**config.mk**
```make
export PLATFORM = sky130hd
export DESIGN_NAME = bd_chain_walker
export DESIGN_NICKNAME = d
export VERILOG_FILES = /design/src/rtl/bdw_pkg.sv /design/src/rtl/bdw_fetch.sv /design/src/rtl/bdw_decode.sv /design/src/rtl/bdw_seq.sv /design/src/rtl/bd_chain_walker.sv
export SDC_FILE = /design/constraint.sdc
export NUM_CORES = 1
export LEC_CHECK = 0
export BUFFER_PORTS_ARGS = -buffer_cell sky130_fd_sc_hd__buf_2
export CAP_MARGIN = 20
export CELL_PAD_IN_SITES_DETAIL_PLACEMENT = 0
export CELL_PAD_IN_SITES_GLOBAL_PLACEMENT = 2
export CORE_UTILIZATION = 38
export DETAILED_ROUTE_END_ITERATION = 8
export MAX_ROUTING_LAYER = met4
export PLACE_DENSITY = 0.89
export SLEW_MARGIN = 0
export SYNTH_ARGS = -nofsm -noshare
export SYNTH_HDL_FRONTEND = slang
export SYNTH_SLANG_ARGS = --single-unit
```
**constraint.sdc**
```tcl
create_clock -name clk -period 6.81 [get_ports clk]
set_clock_uncertainty 0.15 [all_clocks]
set_input_delay 0.681 -clock clk [delete_from_list [all_inputs] [get_ports clk]]
set_output_delay 0.681 -clock clk [all_outputs]
set_load 0.03 [all_outputs]
```
**src/rtl/bdw_pkg.sv**
```systemverilog
package bdw_pkg;

  localparam int DESC_WORDS = 4;
  localparam int WORD_W     = 32;

  localparam int W_CTRL = 0;
  localparam int W_STAT = 1;
  localparam int W_BUF  = 2;
  localparam int W_NEXT = 3;

  localparam int B_IE_BD   = 16;
  localparam int B_IE_PKT  = 17;
  localparam int B_PKT_END = 18;
  localparam int B_LAST    = 19;
  localparam int B_RX      = 20;
  localparam int B_DDR     = 21;
  localparam int B_DUAL    = 22;
  localparam int B_QUAD    = 23;
  localparam int B_LSB     = 25;
  localparam int B_POLL    = 27;
  localparam int B_CS_LO   = 28;
  localparam int B_CS_REL  = 30;
  localparam int B_OWNED   = 31;

  localparam int LEN_W = 9;

  typedef struct packed {
    logic             cs_release;
    logic [1:0]       cs;
    logic             poll;
    logic             lsb_first;
    logic [1:0]       lanes;
    logic             ddr;
    logic             rx;
    logic [LEN_W-1:0] len;
  } bdw_cmd_t;

  typedef struct packed {
    logic owned;
    logic last;
    logic pkt_end;
    logic ie_bd;
    logic ie_pkt;
  } bdw_flags_t;

  typedef enum logic [2:0] {
    S_IDLE,
    S_FETCH,
    S_CHECK,
    S_ISSUE,
    S_WAIT
  } bdw_state_t;

endpackage

```
**src/rtl/bdw_fetch.sv**
```systemverilog
module bdw_fetch #(
  parameter int AW    = 32,
  parameter int DW    = 32,
  parameter int WORDS = 4
) (
  input  logic                clk,
  input  logic                rst,
  input  logic                go,
  input  logic                abort,
  input  logic [AW-1:0]       start_addr,
  output logic                mem_req,
  output logic [AW-1:0]       mem_addr,
  input  logic                mem_rvalid,
  input  logic [DW-1:0]       mem_rdata,
  output logic [WORDS*DW-1:0] words,
  output logic                done
);

  localparam int IW    = (WORDS > 1) ? $clog2(WORDS) : 1;
  localparam int BYTES = DW / 8;
  localparam logic [IW-1:0] LAST_IDX = IW'(WORDS - 1);

  logic [IW-1:0] idx;
  logic          active;
  logic [DW-1:0] wbuf [WORDS];

  always_ff @(posedge clk) begin
    if (rst || abort) begin
      active   <= 1'b0;
      mem_req  <= 1'b0;
      done     <= 1'b0;
      idx      <= '0;
      mem_addr <= '0;
    end else begin
      mem_req <= 1'b0;
      done    <= 1'b0;
      if (go) begin
        active   <= 1'b1;
        idx      <= '0;
        mem_req  <= 1'b1;
        mem_addr <= start_addr;
      end else if (active && mem_rvalid) begin
        if (idx == LAST_IDX) begin
          active <= 1'b0;
          done   <= 1'b1;
        end else begin
          idx      <= idx + 1'b1;
          mem_req  <= 1'b1;
          mem_addr <= mem_addr + AW'(BYTES);
        end
      end
    end
  end

  // Word store kept free of reset so it maps onto plain registers or RAM.
  always_ff @(posedge clk) begin
    if (active && mem_rvalid)
      wbuf[idx] <= mem_rdata;
  end

  for (genvar g = 0; g < WORDS; g++) begin : g_pack
    assign words[g*DW +: DW] = wbuf[g];
  end

endmodule

```
**src/rtl/bdw_decode.sv**
```systemverilog
module bdw_decode
  import bdw_pkg::*;
#(
  parameter int LEN_MAX = 256
) (
  input  logic [WORD_W-1:0] ctrl_word,
  output bdw_cmd_t          cmd,
  output bdw_flags_t        flags,
  output logic              len_bad
);

  localparam logic [LEN_W-1:0] LMAX = LEN_W'(LEN_MAX);

  always_comb begin
    cmd.len        = ctrl_word[LEN_W-1:0];
    cmd.rx         = ctrl_word[B_RX];
    cmd.ddr        = ctrl_word[B_DDR];
    cmd.lsb_first  = ctrl_word[B_LSB];
    cmd.poll       = ctrl_word[B_POLL];
    cmd.cs         = ctrl_word[B_CS_LO +: 2];
    cmd.cs_release = ctrl_word[B_CS_REL];
    if (ctrl_word[B_QUAD])      cmd.lanes = 2'b10;
    else if (ctrl_word[B_DUAL]) cmd.lanes = 2'b01;
    else                        cmd.lanes = 2'b00;

    flags.owned   = ctrl_word[B_OWNED];
    flags.last    = ctrl_word[B_LAST];
    flags.pkt_end = ctrl_word[B_PKT_END];
    flags.ie_bd   = ctrl_word[B_IE_BD];
    flags.ie_pkt  = ctrl_word[B_IE_PKT];
  end

  assign len_bad = (ctrl_word[LEN_W-1:0] > LMAX);

  logic unused_ctrl_bits;
  assign unused_ctrl_bits = ^{ctrl_word[15:LEN_W], ctrl_word[24], ctrl_word[26]};

endmodule

```
**src/rtl/bdw_seq.sv**
```systemverilog
module bdw_seq
  import bdw_pkg::*;
#(
  parameter int AW = 32
) (
  input  logic              clk,
  input  logic              rst,
  input  logic              ctl_wr,
  input  logic [2:0]        ctl_wdata,
  input  logic [AW-1:0]     base_addr,
  input  logic              fetch_done,
  input  bdw_cmd_t          dec_cmd,
  input  bdw_flags_t        dec_flags,
  input  logic              dec_len_bad,
  input  logic [WORD_W-1:0] buf_word,
  input  logic [WORD_W-1:0] next_word,
  input  logic              cmd_ready,
  input  logic              eng_done,
  output logic              fetch_go,
  output logic              fetch_abort,
  output logic [AW-1:0]     cur_addr,
  output logic              busy,
  output logic              cmd_valid,
  output bdw_cmd_t          cmd_q,
  output logic [AW-1:0]     cmd_addr,
  output logic              ev_bd_done,
  output logic              ev_pkt_done,
  output logic              ev_err
);

  bdw_state_t    state;
  logic [AW-1:0] next_q;
  logic          last_q;
  logic          bd_ie_q;
  logic          pkt_q;
  logic          start_req;
  logic          stop_req;

  assign start_req   = ctl_wr && (ctl_wdata == 3'b111);
  assign stop_req    = ctl_wr && !ctl_wdata[0];
  assign fetch_abort = stop_req;
  assign busy        = (state != S_IDLE);

  always_ff @(posedge clk) begin
    if (rst) begin
      state       <= S_IDLE;
      cur_addr    <= '0;
      fetch_go    <= 1'b0;
      cmd_valid   <= 1'b0;
      cmd_q       <= '0;
      cmd_addr    <= '0;
      next_q      <= '0;
      last_q      <= 1'b0;
      bd_ie_q     <= 1'b0;
      pkt_q       <= 1'b0;
      ev_bd_done  <= 1'b0;
      ev_pkt_done <= 1'b0;
      ev_err      <= 1'b0;
    end else begin
      fetch_go    <= 1'b0;
      ev_bd_done  <= 1'b0;
      ev_pkt_done <= 1'b0;
      ev_err      <= 1'b0;
      if (stop_req) begin
        state     <= S_IDLE;
        cmd_valid <= 1'b0;
      end else begin
        case (state)
          S_IDLE: begin
            if (start_req) begin
              cur_addr <= base_addr;
              fetch_go <= 1'b1;
              state    <= S_FETCH;
            end
          end
          S_FETCH: begin
            if (fetch_done) state <= S_CHECK;
          end
          S_CHECK: begin
            if (!dec_flags.owned || dec_len_bad) begin
              ev_err <= 1'b1;
              state  <= S_IDLE;
            end else begin
              cmd_valid <= 1'b1;
              cmd_q     <= dec_cmd;
              cmd_addr  <= AW'(buf_word);
              next_q    <= AW'(next_word);
              last_q    <= dec_flags.last;
              bd_ie_q   <= dec_flags.ie_bd;
              pkt_q     <= dec_flags.ie_pkt && dec_flags.pkt_end;
              state     <= S_ISSUE;
            end
          end
          S_ISSUE: begin
            if (cmd_ready) begin
              cmd_valid <= 1'b0;
              state     <= S_WAIT;
            end
          end
          S_WAIT: begin
            if (eng_done) begin
              ev_bd_done  <= bd_ie_q;
              ev_pkt_done <= pkt_q;
              if (last_q || (next_q == '0)) begin
                state <= S_IDLE;
              end else begin
                cur_addr <= next_q;
                fetch_go <= 1'b1;
                state    <= S_FETCH;
              end
            end
          end
          default: state <= S_IDLE;
        endcase
      end
    end
  end

  a_r12_cmd_hold: assert property (@(posedge clk) disable iff (rst)
    (cmd_valid && !cmd_ready && !stop_req) |=>
      (cmd_valid && $stable(cmd_q) && $stable(cmd_addr)));

  a_r11_stop_idle: assert property (@(posedge clk) disable iff (rst)
    stop_req |=> (!busy && !cmd_valid));

  a_r4_err_no_cmd: assert property (@(posedge clk) disable iff (rst)
    ev_err |-> !cmd_valid);

  a_r6_evt_excl: assert property (@(posedge clk) disable iff (rst)
    $onehot0({ev_err, ev_bd_done || ev_pkt_done}));

  a_r10_last_ends: assert property (@(posedge clk) disable iff (rst)
    (state == S_WAIT && eng_done && last_q && !stop_req) |=> !busy);

  a_r9_null_next: assert property (@(posedge clk) disable iff (rst)
    (state == S_WAIT && eng_done && next_q == '0 && !stop_req) |=> !busy);

endmodule

```
**src/rtl/bd_chain_walker.sv**
```systemverilog
module bd_chain_walker
  import bdw_pkg::*;
#(
  parameter int AW      = 32,
  parameter int LEN_MAX = 256
) (
  input  logic              clk,
  input  logic              rst,
  input  logic              ctl_wr,
  input  logic [2:0]        ctl_wdata,
  input  logic              base_wr,
  input  logic [AW-1:0]     base_wdata,
  output logic [AW-1:0]     cur_addr,
  output logic              busy,
  output logic              mem_req,
  output logic [AW-1:0]     mem_addr,
  input  logic              mem_rvalid,
  input  logic [WORD_W-1:0] mem_rdata,
  output logic              cmd_valid,
  input  logic              cmd_ready,
  output logic [LEN_W-1:0]  cmd_len,
  output logic              cmd_rx,
  output logic              cmd_ddr,
  output logic [1:0]        cmd_lanes,
  output logic              cmd_lsb_first,
  output logic              cmd_poll,
  output logic [1:0]        cmd_cs,
  output logic              cmd_cs_release,
  output logic [AW-1:0]     cmd_buf_addr,
  input  logic              eng_done,
  output logic              ev_bd_done,
  output logic              ev_pkt_done,
  output logic              ev_err
);

  localparam int DESC_BITS = DESC_WORDS * WORD_W;

  logic [AW-1:0]        base_q;
  logic                 fetch_go;
  logic                 fetch_abort;
  logic                 fetch_done;
  logic [DESC_BITS-1:0] desc_words;
  bdw_cmd_t             dec_cmd;
  bdw_flags_t           dec_flags;
  logic                 dec_len_bad;
  bdw_cmd_t             cmd_q;

  always_ff @(posedge clk) begin
    if (rst)          base_q <= '0;
    else if (base_wr) base_q <= base_wdata;
  end

  bdw_fetch #(
    .AW(AW), .DW(WORD_W), .WORDS(DESC_WORDS)
  ) u_fetch (
    .clk        (clk),
    .rst        (rst),
    .go         (fetch_go),
    .abort      (fetch_abort),
    .start_addr (cur_addr),
    .mem_req    (mem_req),
    .mem_addr   (mem_addr),
    .mem_rvalid (mem_rvalid),
    .mem_rdata  (mem_rdata),
    .words      (desc_words),
    .done       (fetch_done)
  );

  bdw_decode #(
    .LEN_MAX(LEN_MAX)
  ) u_decode (
    .ctrl_word (desc_words[W_CTRL*WORD_W +: WORD_W]),
    .cmd       (dec_cmd),
    .flags     (dec_flags),
    .len_bad   (dec_len_bad)
  );

  bdw_seq #(
    .AW(AW)
  ) u_seq (
    .clk         (clk),
    .rst         (rst),
    .ctl_wr      (ctl_wr),
    .ctl_wdata   (ctl_wdata),
    .base_addr   (base_q),
    .fetch_done  (fetch_done),
    .dec_cmd     (dec_cmd),
    .dec_flags   (dec_flags),
    .dec_len_bad (dec_len_bad),
    .buf_word    (desc_words[W_BUF*WORD_W +: WORD_W]),
    .next_word   (desc_words[W_NEXT*WORD_W +: WORD_W]),
    .cmd_ready   (cmd_ready),
    .eng_done    (eng_done),
    .fetch_go    (fetch_go),
    .fetch_abort (fetch_abort),
    .cur_addr    (cur_addr),
    .busy        (busy),
    .cmd_valid   (cmd_valid),
    .cmd_q       (cmd_q),
    .cmd_addr    (cmd_buf_addr),
    .ev_bd_done  (ev_bd_done),
    .ev_pkt_done (ev_pkt_done),
    .ev_err      (ev_err)
  );

  // The status word is fetched to keep the four-word layout but carries nothing used here.
  logic unused_status;
  assign unused_status = ^desc_words[W_STAT*WORD_W +: WORD_W];

  assign cmd_len        = cmd_q.len;
  assign cmd_rx         = cmd_q.rx;
  assign cmd_ddr        = cmd_q.ddr;
  assign cmd_lanes      = cmd_q.lanes;
  assign cmd_lsb_first  = cmd_q.lsb_first;
  assign cmd_poll       = cmd_q.poll;
  assign cmd_cs         = cmd_q.cs;
  assign cmd_cs_release = cmd_q.cs_release;

endmodule

```
## Word-level counts from Yosys, hierarchy flattened

Memories as Yosys holds them, arrays and structs flattened. A register that Yosys moved wholly into a read port is not among the register bits.
Index checks and enable logic that the tools add are counted.

- Output and inout bits: 120
- Register bits: 130
- Memories kept: 1
- Word-level logic and storage cells: 109
- Input bits: 74
- Memory bits (writable): 128

Memories:

| memory | depth | bits a word | read ports | clocked after Yosys merged registers in | write ports | RTL line | source |
|---|---|---|---|---|---|---|---|
| u_fetch.wbuf | 4 | 32 | 3 | 2 | 1 | bdw_fetch.sv:25 | `logic [DW-1:0] wbuf [WORDS];` |

- Order comparisons: 1
- Add/subtract/negate cells: 2
- Bitwise logic cells: 7
- Reductions and logical operators: 28
- Mux-type cells: 33
- Equal/unequal tests: 13

Operators with widths:

| cell | number |
|---|---|
| 32-bit 2-to-1 mux | 6 |
| 32-bit case mux with 2 select lines | 1 |
| 32-bit by 3-bit adder with 32-bit output (second input constant) | 1 |
| 32-bit logical NOT | 1 |
| 1-bit 2-to-1 mux | 17 |
| 3-bit case mux with 5 select lines | 1 |
| 3-bit 2-to-1 mux | 4 |
| 2-bit != test (second input constant) | 5 |
| 9-bit greater-than comparator (second input constant) | 1 |
| 2-bit nonzero test | 4 |
| 1-bit NOT | 7 |
| 3-bit by 2-bit == test with 1-bit output (second input constant) | 2 |
| 3-bit == test (second input constant) | 2 |
| 2-bit AND reduction | 3 |
| 3-bit AND reduction | 2 |
| 3-bit OR reduction | 2 |
| 5-bit AND reduction | 1 |
| 1-bit logical AND | 4 |
| 2-bit 2-to-1 mux | 2 |
| 2-bit by 1-bit != test with 1-bit output (second input constant) | 2 |
| 1-bit case mux with 2 select lines | 2 |
| 4-bit AND reduction | 1 |
| 2-bit OR reduction | 2 |
| 4-bit OR reduction | 1 |
| other kinds (7) | 10 |

## Logic depth before layout (Yosys ltp)

Gate-level depths: netlist of the first run.

- Word-level depth: 5
- Mapped depth: 9
- Mapped depth without buffers: 6

## Hierarchy

Synthesis of the first run repeated with hierarchy kept, for this count alone.

- Cell total of the unflattened synthesis: 1059
- Area, all modules: 12268.0 um2

By module, submodules not included:

| module | area an instance (um2) | sequential area each (um2) | instances | cells each |
|---|---|---|---|---|
| bdw_fetch | 5788.1 | 4584.4 | 1 | 354 |
| bdw_seq | 5124.9 | 2502.4 | 1 | 576 |
| bd_chain_walker | 1163.6 | 640.6 | 1 | 103 |
| bdw_decode | 191.4 | 0.0 | 1 | 26 |

## Worst setup path after synthesis of the first run

Ideal clock, no wire load.

- Path kind: in2reg
- Start: input port mem_rvalid
- End: register u_fetch.mem_addr[25]
- Path buffers: 1
- Stages: 6
- Setup slack: 4.609 ns
- Arrival time: 1.919 ns
- Cells stage by stage: nand4b_1 > or4_1 > buf_6 > nor4_4 > xnor2_1 > a21oi_1

- Word-level cells in the longest chain between the ends: 3

Ends and longest elaborated chain:

| element | RTL line | source |
|---|---|---|
| start, declared | bd_chain_walker.sv:17 | `input logic mem_rvalid,` |
| 1-bit logical AND | bdw_fetch.sv:42 | `end else if (active && mem_rvalid) begin` |
| 2-bit nonzero test (no source line) | - |  |
| 2-bit AND reduction (no source line) | - |  |
| end signal, assigned | bdw_fetch.sv:41 | `mem_addr <= start_addr;` |
| end signal, assigned | bdw_fetch.sv:49 | `mem_addr <= mem_addr + AW'(BYTES);` |
| end, declared | bdw_fetch.sv:12 | `output logic [AW-1:0] mem_addr,` |

Every way passes these cells.
A chain may end at the register's enable or synchronous reset.

==> impl_metrics.prom, run 1 <==
# TYPE chip_impl_metric gauge
chip_impl_info{name="run_status",value="finished clean"} 1
chip_impl_metric{name="layout-drive-gt1-share",unit=""} 0.221
chip_impl_metric{name="floorplan.die.height",unit="um"} 168
chip_impl_metric{name="use_met3",unit=""} 0.0291
chip_impl_metric{name="cts_sinks",unit=""} 281
chip_impl_metric{name="area_growth_syn_to_layout",unit="%"} 21.2
chip_impl_metric{name="cts_made_buffers",unit=""} 30
chip_impl_metric{name="number_of_vias_per_cell_after_detailed_routing",unit=""} 4.96
chip_impl_metric{name="power_density",unit="nW/um^2"} 282
chip_impl_metric{name="rr_worst_depth",unit=""} 6
chip_impl_metric{name="finalHoldViolCount",unit=""} 0
chip_impl_metric{name="cts_max_level",unit=""} 1
chip_impl_metric{name="setup_total_negative_slack",unit="ps"} 0
chip_impl_metric{name="placed_cell_area",unit="um^2"} 11700
chip_impl_info{name="clock_tree.root_cell",value="sky130_fd_sc_hd__clkbuf_16"} 1
chip_impl_info{name="crit-reg2reg-capture",value="u_seq.pkt_q"} 1
chip_impl_info{name="grt_setup_unrepaired",value="no"} 1
chip_impl_metric{name="worst_slew_pin_slew",unit="ps"} 1010
chip_impl_metric{name="yosysWarnings",unit=""} 0
chip_impl_metric{name="io_pins",unit=""} 194
chip_impl_metric{name="cp_data_required_time",unit="ps"} 7130
chip_impl_metric{name="ctsHoldBuffers",unit=""} 0
chip_impl_info{name="yosysTopAreaCell",value="sky130_fd_sc_hd__dfxtp_1"} 1
chip_impl_metric{name="groute.layer.met1.usage",unit=""} 0.265
chip_impl_metric{name="cp_slowest_stage_delay",unit="ps"} 670
chip_impl_info{name="crit_path_cell_trace",value="or4_1 -> o21ai_1 -> and3_2 -> buf_4 -> nand3_1 -> a21oi_1"} 1
chip_impl_metric{name="insertion_delay",unit="ps"} 560
chip_impl_metric{name="design.core.area",unit="um^2"} 27000
chip_impl_metric{name="max_cap_viol_count",unit=""} 0
chip_impl_metric{name="power.leakage",unit="nW"} 4.75
chip_impl_metric{name="vdd.ir_drop.worst",unit="V"} 0.000172
chip_impl_metric{name="ant_nets",unit=""} 0
chip_impl_metric{name="setup_ws",unit="ps"} 3810
chip_impl_info{name="r2r_start",value="u_fetch.wbuf[0][5]"} 1
chip_impl_metric{name="via_count",unit=""} 7571
chip_impl_metric{name="synth_top_cell_area_share",unit=""} 0.370
chip_impl_metric{name="nFillCells",unit=""} 2586
chip_impl_metric{name="grt_usage",unit=""} 0.184
chip_impl_metric{name="initial_cell_density_of_the_core",unit=""} 0.389
chip_impl_metric{name="yosysSeqAreaShare",unit=""} 0.618
chip_impl_metric{name="timing.slew.headroom",unit=""} 0.326
chip_impl_metric{name="grtUsageMet2",unit=""} 0.264
chip_impl_metric{name="fin_area",unit="um^2"} 12700
chip_impl_info{name="critPathCapture",value="u_seq.pkt_q"} 1
chip_impl_metric{name="cts_repair_resize_count",unit=""} 0
chip_impl_info{name="timing.critical_path.from_type",value="flip-flop"} 1
chip_impl_metric{name="report.power.total",unit="mW"} 3.59
chip_impl_info{name="setup_crit_path_kind",value="flip-flop to flip-flop"} 1
chip_impl_metric{name="grt_pass1_wl",unit="mm"} 39.6
chip_impl_metric{name="place_hpwl",unit="mm"} 17.4
chip_impl_metric{name="clk_transition_reported_paths",unit="ps"} 60
chip_impl_metric{name="critical_path_peak_fanout",unit=""} 85
chip_impl_metric{name="die_area",unit="um^2"} 28300
chip_impl_metric{name="drt-initial-drc-count",unit=""} 550
chip_impl_metric{name="rows",unit=""} 60
chip_impl_info{name="yosys-top-cells-area",value="sky130_fd_sc_hd__dfxtp_1 37%, sky130_fd_sc_hd__edfxtp_1 25%, sky130_fd_sc_hd__nand2_1 6.6%"} 1
chip_impl_metric{name="syn_area",unit="um^2"} 10500
chip_impl_metric{name="reg_to_reg_setup_timing_slack",unit="ps"} 3810
chip_impl_metric{name="die_x",unit="um"} 168
chip_impl_metric{name="achievable-frequency",unit="MHz"} 333
chip_impl_metric{name="final_max_slew_viol_count",unit=""} 0
chip_impl_metric{name="synthesis.nets",unit=""} 1074
chip_impl_metric{name="post_cts_buffers",unit=""} 0
chip_impl_info{name="slowest_library_cell_on_the_worst_path",value="sky130_fd_sc_hd__buf_4"} 1
chip_impl_info{name="worstSetupStartpoint",value="u_fetch.wbuf[0][5]"} 1
chip_impl_info{name="most-common-layout-cells",value="194 x sky130_fd_sc_hd__dfxtp_1, 192 x sky130_fd_sc_hd__buf_2, 185 x sky130_fd_sc_hd__nand2_1"} 1
chip_impl_metric{name="worstPathArrival",unit="ps"} 3330
chip_impl_info{name="cts_tree",value="yes"} 1
chip_impl_metric{name="vias_in_the_first_global_route",unit=""} 7085
chip_impl_metric{name="final_min_period_over_clock_period",unit=""} 0.441
chip_impl_metric{name="setup_violations",unit=""} 0
chip_impl_metric{name="grt_max_degree",unit=""} 88
chip_impl_metric{name="place.port_buffers",unit=""} 193
chip_impl_metric{name="grt_antenna_before_repair",unit=""} 2
chip_impl_metric{name="drt_drc_violations_left",unit=""} 0
chip_impl_metric{name="synthesis.instances",unit=""} 996
chip_impl_metric{name="synth_edf_count",unit=""} 87
chip_impl_metric{name="syn-mean-instance-area",unit="um^2"} 10.5
chip_impl_info{name="ys.flop_type",value="sky130_fd_sc_hd__dfxtp_1"} 1
chip_impl_metric{name="globalRoute.totalOverflow",unit=""} 0
chip_impl_metric{name="avgRoutedWirePerCell",unit="um"} 16.8
chip_impl_info{name="global_route_hottest_layer",value="met1"} 1
chip_impl_metric{name="synth_seq_cells",unit=""} 281
chip_impl_metric{name="finalWorstPathRequiredPeriod",unit="ps"} 3000
chip_impl_metric{name="dp_worst_setup_slack",unit="ps"} 3780
chip_impl_metric{name="drt_wl_total",unit="mm"} 25.7
chip_impl_metric{name="gp_routability_congestion",unit=""} 0.826
chip_impl_info{name="timing.critical_path.to_type",value="flip-flop"} 1
chip_impl_info{name="hold_path.class",value="input pin to flip-flop"} 1
chip_impl_metric{name="synthArstFlopShare",unit=""} 0
chip_impl_metric{name="longest_clk_path_bufs",unit=""} 3
chip_impl_metric{name="yosysUniqueCellTypes",unit=""} 45
chip_impl_info{name="layout.cells.most_common",value="sky130_fd_sc_hd__dfxtp_1"} 1
chip_impl_metric{name="drt_pre_antenna_iters",unit=""} 6
chip_impl_metric{name="num-nets-final",unit=""} 1239
cell families after synthesis:
family / Yosys count / share of synthesized area
muxes: 70 / 0.0668
and+or+nand+nor: 358 / 0.154
AOI/OAI and AO/OA: 180 / 0.0985
buffers and inverters: 73 / 0.0324
adders and majority gates: 4 / 0.00476
xor gates and xnor gates: 30 / 0.0250
DFF: 281 / 0.618
how the worst min path moves through the flow:
stage,startpoint,endpoint,slack [ps],cells past startpoint
global placement,cmd_buf_addr[29],cmd_buf_addr[29],290,2
CTS,mem_rdata[10],u_fetch.wbuf[2][10],130,1
global route,mem_rdata[10],u_fetch.wbuf[2][10],130,1
detailed placement,cmd_buf_addr[21],cmd_buf_addr[21],300,2
floorplan,u_seq.pkt_q,u_seq.pkt_q,280,2
finish,mem_rdata[10],u_fetch.wbuf[2][10],160,1
layer usage:
layer  up-vias  wire (um)  part of all wire
met3        45       1540             0.060
met5         -          0                 0
met4         0        709             0.028
met2       210      11000              0.43
li1       3814          -                 -
met1      3502      12400              0.48
worst max-delay path: cells and delay by family (launching register included):
kind / cells / cell delay (ps)
and+or+nand+nor: 3 / 950
DFF: 1 / 400
buffers and inverters: 1 / 670
AOI/OAI and AO/OA: 2 / 640
Yosys cell counts (6+ instances only):
cell type / number
sky130_fd_sc_hd__clkbuf_1: 44
sky130_fd_sc_hd__xnor2_1: 25
sky130_fd_sc_hd__and4_1: 10
sky130_fd_sc_hd__nor2_1: 89
sky130_fd_sc_hd__o21ai_0: 20
sky130_fd_sc_hd__mux2i_1: 69
sky130_fd_sc_hd__buf_6: 7
sky130_fd_sc_hd__nand3_1: 12
sky130_fd_sc_hd__buf_2: 11
sky130_fd_sc_hd__a211oi_1: 39
sky130_fd_sc_hd__nor4_1: 11
sky130_fd_sc_hd__inv_1: 6
sky130_fd_sc_hd__dfxtp_1: 194
sky130_fd_sc_hd__nor3_1: 12
sky130_fd_sc_hd__a21oi_1: 112
sky130_fd_sc_hd__nand2_1: 185
sky130_fd_sc_hd__edfxtp_1: 87
sky130_fd_sc_hd__nand4_1: 9
power breakdown:
part	switching, mW	leakage [nW]	internal (mW)
sequential	0.0156	2.35	1.74
combinational	0.0855	1.88	0.0470
clock	0.661	0.514	1.03
flip-flops by register name, indices dropped and copies added (netlist names), 3 cells and up:
| register | count |
|---|---|
| base_q | 32 |
| u_fetch.mem_addr | 32 |
| u_seq.cmd_q | 18 |
| u_seq.next_q | 32 |
| cmd_buf_addr | 32 |
| u_seq.state | 3 |
| u_seq.cur_addr | 32 |
| u_fetch.wbuf | 87 |
final cells by class:
type	instances	area, um^2	share of cell area
well taps	341	427	0.0335
diodes	2	5.00	0.000393
flip-flops and latches	281	6500	0.510
multi-input cells	642	3700	0.290
repair buffers	199	1030	0.0812
inverters	7	26.3	0.00206
clock buffers	39	815	0.0640
clock inverters	16	233	0.0183
per-stage QoR:
step                 util  cells  hold slack [ps]
CTS                 0.470   1524              129
global placement    0.431   1469              290
floorplan               -    996              278
global route        0.471   1527              134
detailed placement  0.431   1469              296
finish              0.471   1527              157
Note: power is estimated with default switching activity, not from simulation.
==> run 2: changes to the inputs <==
Settings changed: ABC_AREA set to 1, CORE_UTILIZATION 38 to 30, PLACE_DENSITY 0.89 to 0.8.
Clock period 6.81 ns to 2.55 ns, I/O delays scaled along.
==> run 2 against run 1 <==
Synthesized cell count grew 32%. Sequential cell count unchanged. Largest cell class unchanged. Synthesized area rose by 5.2%. Non-clock buffer count grew 91. First-iteration DRC count down 13%.
==> impl_metrics.prom, run 2 <==
# TYPE chip_impl_metric gauge
chip_impl_info{name="grt_setup_unrepaired",value="no"} 1
chip_impl_metric{name="yosysUniqueCellTypes",unit=""} 35
chip_impl_metric{name="num-nets-final",unit=""} 1662
chip_impl_info{name="slowest_library_cell_on_the_worst_path",value="sky130_fd_sc_hd__nor3_4"} 1
chip_impl_metric{name="globalRoute.totalOverflow",unit=""} 0
chip_impl_metric{name="die_area",unit="um^2"} 37600
chip_impl_metric{name="cts_sinks",unit=""} 281
chip_impl_metric{name="clk_transition_reported_paths",unit="ps"} 60
chip_impl_metric{name="grt_pass1_wl",unit="mm"} 52.7
chip_impl_metric{name="cts_made_buffers",unit=""} 35
chip_impl_metric{name="syn_area",unit="um^2"} 11000
chip_impl_metric{name="cts_max_level",unit=""} 2
chip_impl_metric{name="max_cap_viol_count",unit=""} 0
chip_impl_metric{name="rows",unit=""} 69
chip_impl_info{name="setup_crit_path_kind",value="flip-flop to flip-flop"} 1
chip_impl_metric{name="setup_violations",unit=""} 0
chip_impl_metric{name="setup_total_negative_slack",unit="ps"} 0
chip_impl_info{name="yosys-top-cells-area",value="sky130_fd_sc_hd__dfxtp_1 35%, sky130_fd_sc_hd__edfxtp_1 24%, sky130_fd_sc_hd__nor2_1 10%"} 1
chip_impl_metric{name="synthArstFlopShare",unit=""} 0
chip_impl_metric{name="crit_buf_inv",unit=""} 2
chip_impl_metric{name="placed_cell_area",unit="um^2"} 12700
chip_impl_info{name="synthMostInstantiatedCell",value="sky130_fd_sc_hd__nor2_1"} 1
chip_impl_info{name="cpMostUsedCell",value="sky130_fd_sc_hd__nor2_1"} 1
chip_impl_info{name="timing.critical_path.to_type",value="flip-flop"} 1
chip_impl_metric{name="power_density",unit="nW/um^2"} 716
chip_impl_info{name="largest-register",value="u_fetch.wbuf"} 1
chip_impl_metric{name="io_pins",unit=""} 194
chip_impl_metric{name="cp_num_cells",unit=""} 10
chip_impl_info{name="r2r_start",value="u_seq.state[0]"} 1
chip_impl_metric{name="nFillCells",unit=""} 3745
chip_impl_info{name="timing.critical_path.from_type",value="flip-flop"} 1
chip_impl_metric{name="drt-initial-drc-count",unit=""} 481
chip_impl_metric{name="layout-drive-gt1-share",unit=""} 0.183
chip_impl_metric{name="syn-mean-instance-area",unit="um^2"} 8.38
chip_impl_metric{name="design.core.area",unit="um^2"} 35900
chip_impl_metric{name="fin_area",unit="um^2"} 14500
chip_impl_metric{name="reg_to_reg_setup_timing_slack",unit="ps"} 210
chip_impl_metric{name="die_x",unit="um"} 194
chip_impl_metric{name="place_hpwl",unit="mm"} 23.8
chip_impl_metric{name="worst_slew_pin_slew",unit="ps"} 919
chip_impl_info{name="crit_path_cell_trace",value="nor2_1 -> inv_2 -> nor2_4 -> nand2_2 -> o21ai_2 -> nor3_4 -> nand2_2 -> buf_12 -> nor2_1 -> nor2_1"} 1
chip_impl_metric{name="area_growth_syn_to_layout",unit="%"} 31.0
chip_impl_metric{name="gp_routability_congestion",unit=""} 0.891
chip_impl_metric{name="place.port_buffers",unit=""} 193
chip_impl_metric{name="cp_data_required_time",unit="ps"} 2800
chip_impl_metric{name="ant_nets",unit=""} 0
chip_impl_metric{name="synth_top_cell_area_share",unit=""} 0.351
chip_impl_info{name="worstSetupStartpoint",value="u_seq.state[0]"} 1
chip_impl_metric{name="insertion_delay",unit="ps"} 520
chip_impl_metric{name="floorplan.die.height",unit="um"} 194
chip_impl_metric{name="synthesis.instances",unit=""} 1319
chip_impl_metric{name="rr_worst_depth",unit=""} 10
chip_impl_metric{name="avgRoutedWirePerCell",unit="um"} 16.3
chip_impl_info{name="yosysTopAreaCell",value="sky130_fd_sc_hd__dfxtp_1"} 1
chip_impl_metric{name="yosysSeqAreaShare",unit=""} 0.588
chip_impl_info{name="clock_tree.root_cell",value="sky130_fd_sc_hd__clkbuf_16"} 1
chip_impl_metric{name="final_max_slew_viol_count",unit=""} 0
chip_impl_metric{name="finalWorstPathRequiredPeriod",unit="ps"} 2340
chip_impl_metric{name="yosysWarnings",unit=""} 0
chip_impl_metric{name="synthesis.nets",unit=""} 1397
chip_impl_metric{name="report.power.total",unit="mW"} 10.4
chip_impl_metric{name="via_count",unit=""} 9495
chip_impl_metric{name="longest_clk_path_bufs",unit=""} 3
chip_impl_info{name="ys.flop_type",value="sky130_fd_sc_hd__dfxtp_1"} 1
chip_impl_metric{name="grt_usage",unit=""} 0.184
chip_impl_metric{name="dp_worst_setup_slack",unit="ps"} 160
chip_impl_metric{name="number_of_vias_per_cell_after_detailed_routing",unit=""} 4.58
chip_impl_metric{name="finish.utilization",unit=""} 0.403
chip_impl_metric{name="vias_in_the_first_global_route",unit=""} 9357
chip_impl_info{name="synth.top_cells.by_count",value="302 x sky130_fd_sc_hd__nor2_1, 237 x sky130_fd_sc_hd__nand2_1, 194 x sky130_fd_sc_hd__dfxtp_1, 145 x sky130_fd_sc_hd__o21ai_0, 92 x sky130_fd_sc_hd__inv_1"} 1
chip_impl_info{name="layout.cells.most_common",value="sky130_fd_sc_hd__nor2_1"} 1
chip_impl_metric{name="final_min_period_over_clock_period",unit=""} 0.919
chip_impl_info{name="crit-reg2reg-capture",value="u_seq.cur_addr[10]"} 1
chip_impl_info{name="most-common-layout-cells",value="299 x sky130_fd_sc_hd__nor2_1, 237 x sky130_fd_sc_hd__nand2_1, 194 x sky130_fd_sc_hd__dfxtp_1"} 1
chip_impl_metric{name="achievable-frequency",unit="MHz"} 427
chip_impl_metric{name="timing.slew.headroom",unit=""} 0.385
chip_impl_metric{name="synth_seq_cells",unit=""} 281
chip_impl_metric{name="power.leakage",unit="nW"} 6.18
chip_impl_metric{name="grt_antenna_before_repair",unit=""} 1
chip_impl_metric{name="initial_cell_density_of_the_core",unit=""} 0.308
chip_impl_info{name="cts_tree",value="yes"} 1
chip_impl_metric{name="finalHoldViolCount",unit=""} 0
chip_impl_metric{name="drt_wl_total",unit="mm"} 33.8
chip_impl_metric{name="critical_path_peak_fanout",unit=""} 40
chip_impl_info{name="crit_family",value="simple AND/OR/NAND/NOR gates"} 1
chip_impl_info{name="hold_path.class",value="input pin to flip-flop"} 1
chip_impl_metric{name="worstPathArrival",unit="ps"} 2590
chip_impl_metric{name="synth_edf_count",unit=""} 87
chip_impl_info{name="critPathCapture",value="u_seq.cur_addr[10]"} 1
chip_impl_metric{name="drt_pre_antenna_iters",unit=""} 5
chip_impl_metric{name="grt_max_degree",unit=""} 106
chip_impl_metric{name="largest_register_ff_count",unit=""} 87
chip_impl_info{name="run_status",value="finished clean"} 1
chip_impl_metric{name="setup_ws",unit="ps"} 206
chip_impl_metric{name="drt_drc_violations_left",unit=""} 0
chip_impl_metric{name="vdd.ir_drop.worst",unit="V"} 0.000506
chip_impl_metric{name="cp_slowest_stage_delay",unit="ps"} 710
run 2: tightest hold or removal path: cells and delay by family:
kind,cells,cell delay (ps)
buffers and inverters,1,120
and+or+nand+nor,2,240
run 2: metal layers:
layer  wire length [um]  track usage  up-vias
met1              16300        0.245     4424
met2              15500        0.294      199
li1                   -            -     4837
met5                  0            -        -
met3               1540       0.0318       35
met4                489       0.0406        0
run 2: cells by family after synthesis:
family,after synthesis,synth area share
muxes,2,0.00181
AOI/OAI and AO/OA,252,0.121
buffers and inverters,160,0.0574
xor gates and xnor gates,10,0.00793
DFF,281,0.588
adders and majority gates,4,0.00453
and+or+nand+nor,610,0.219
run 2: repair_timing:
item                                    CTS  global route
endpoints found under the hold margin   125             0
setup buffers                             0             0
gates resized for setup                   0             1
endpoints found under the setup margin    0             1
hold buffers                             66             0
run 2: layout make-up:
| type | count | area [um^2] | area share |
|---|---|---|---|
| flip-flops and latches | 281 | 6500 | 0.449 |
| multi-input cells | 878 | 3960 | 0.274 |
| repair buffers | 290 | 1920 | 0.133 |
| clock buffers | 43 | 916 | 0.0633 |
| well taps | 461 | 577 | 0.0398 |
| inverters | 98 | 369 | 0.0255 |
| clock inverters | 20 | 233 | 0.0161 |
| diodes | 1 | 2.50 | 0.000173 |
run 2: how the worst min path moves through the flow:
stage / start / end / slack [ps] / cells after the start
4_1_cts: base_wdata[26] / base_q[26] / 8 / 4
3_5_place_dp: u_seq.pkt_q / u_seq.ev_pkt_done / 280 / 2
5_1_grt: eng_done / u_seq.ev_bd_done / 10 / 3
2_1_floorplan: rst / u_seq.cmd_q[12] / 170 / 1
3_3_place_gp: u_seq.pkt_q / u_seq.ev_pkt_done / 270 / 2
6_report: eng_done / u_seq.ev_bd_done / 10 / 3
run 2: through the flow:
stage / instances / hold slack (ps)
2_1_floorplan: 1319 / 174
3_3_place_gp: 1942 / 272
3_5_place_dp: 1942 / 281
4_1_cts: 2071 / 7.71
5_1_grt: 2072 / 13.3
6_report: 2072 / 11.7
run 2: report_power, final:
group	internal, mW	switching, mW	total [mW]
registers	4.69	0.0782	4.77
logic	0.251	0.402	0.653
clock network	2.99	1.96	4.94
total	7.93	2.44	10.4
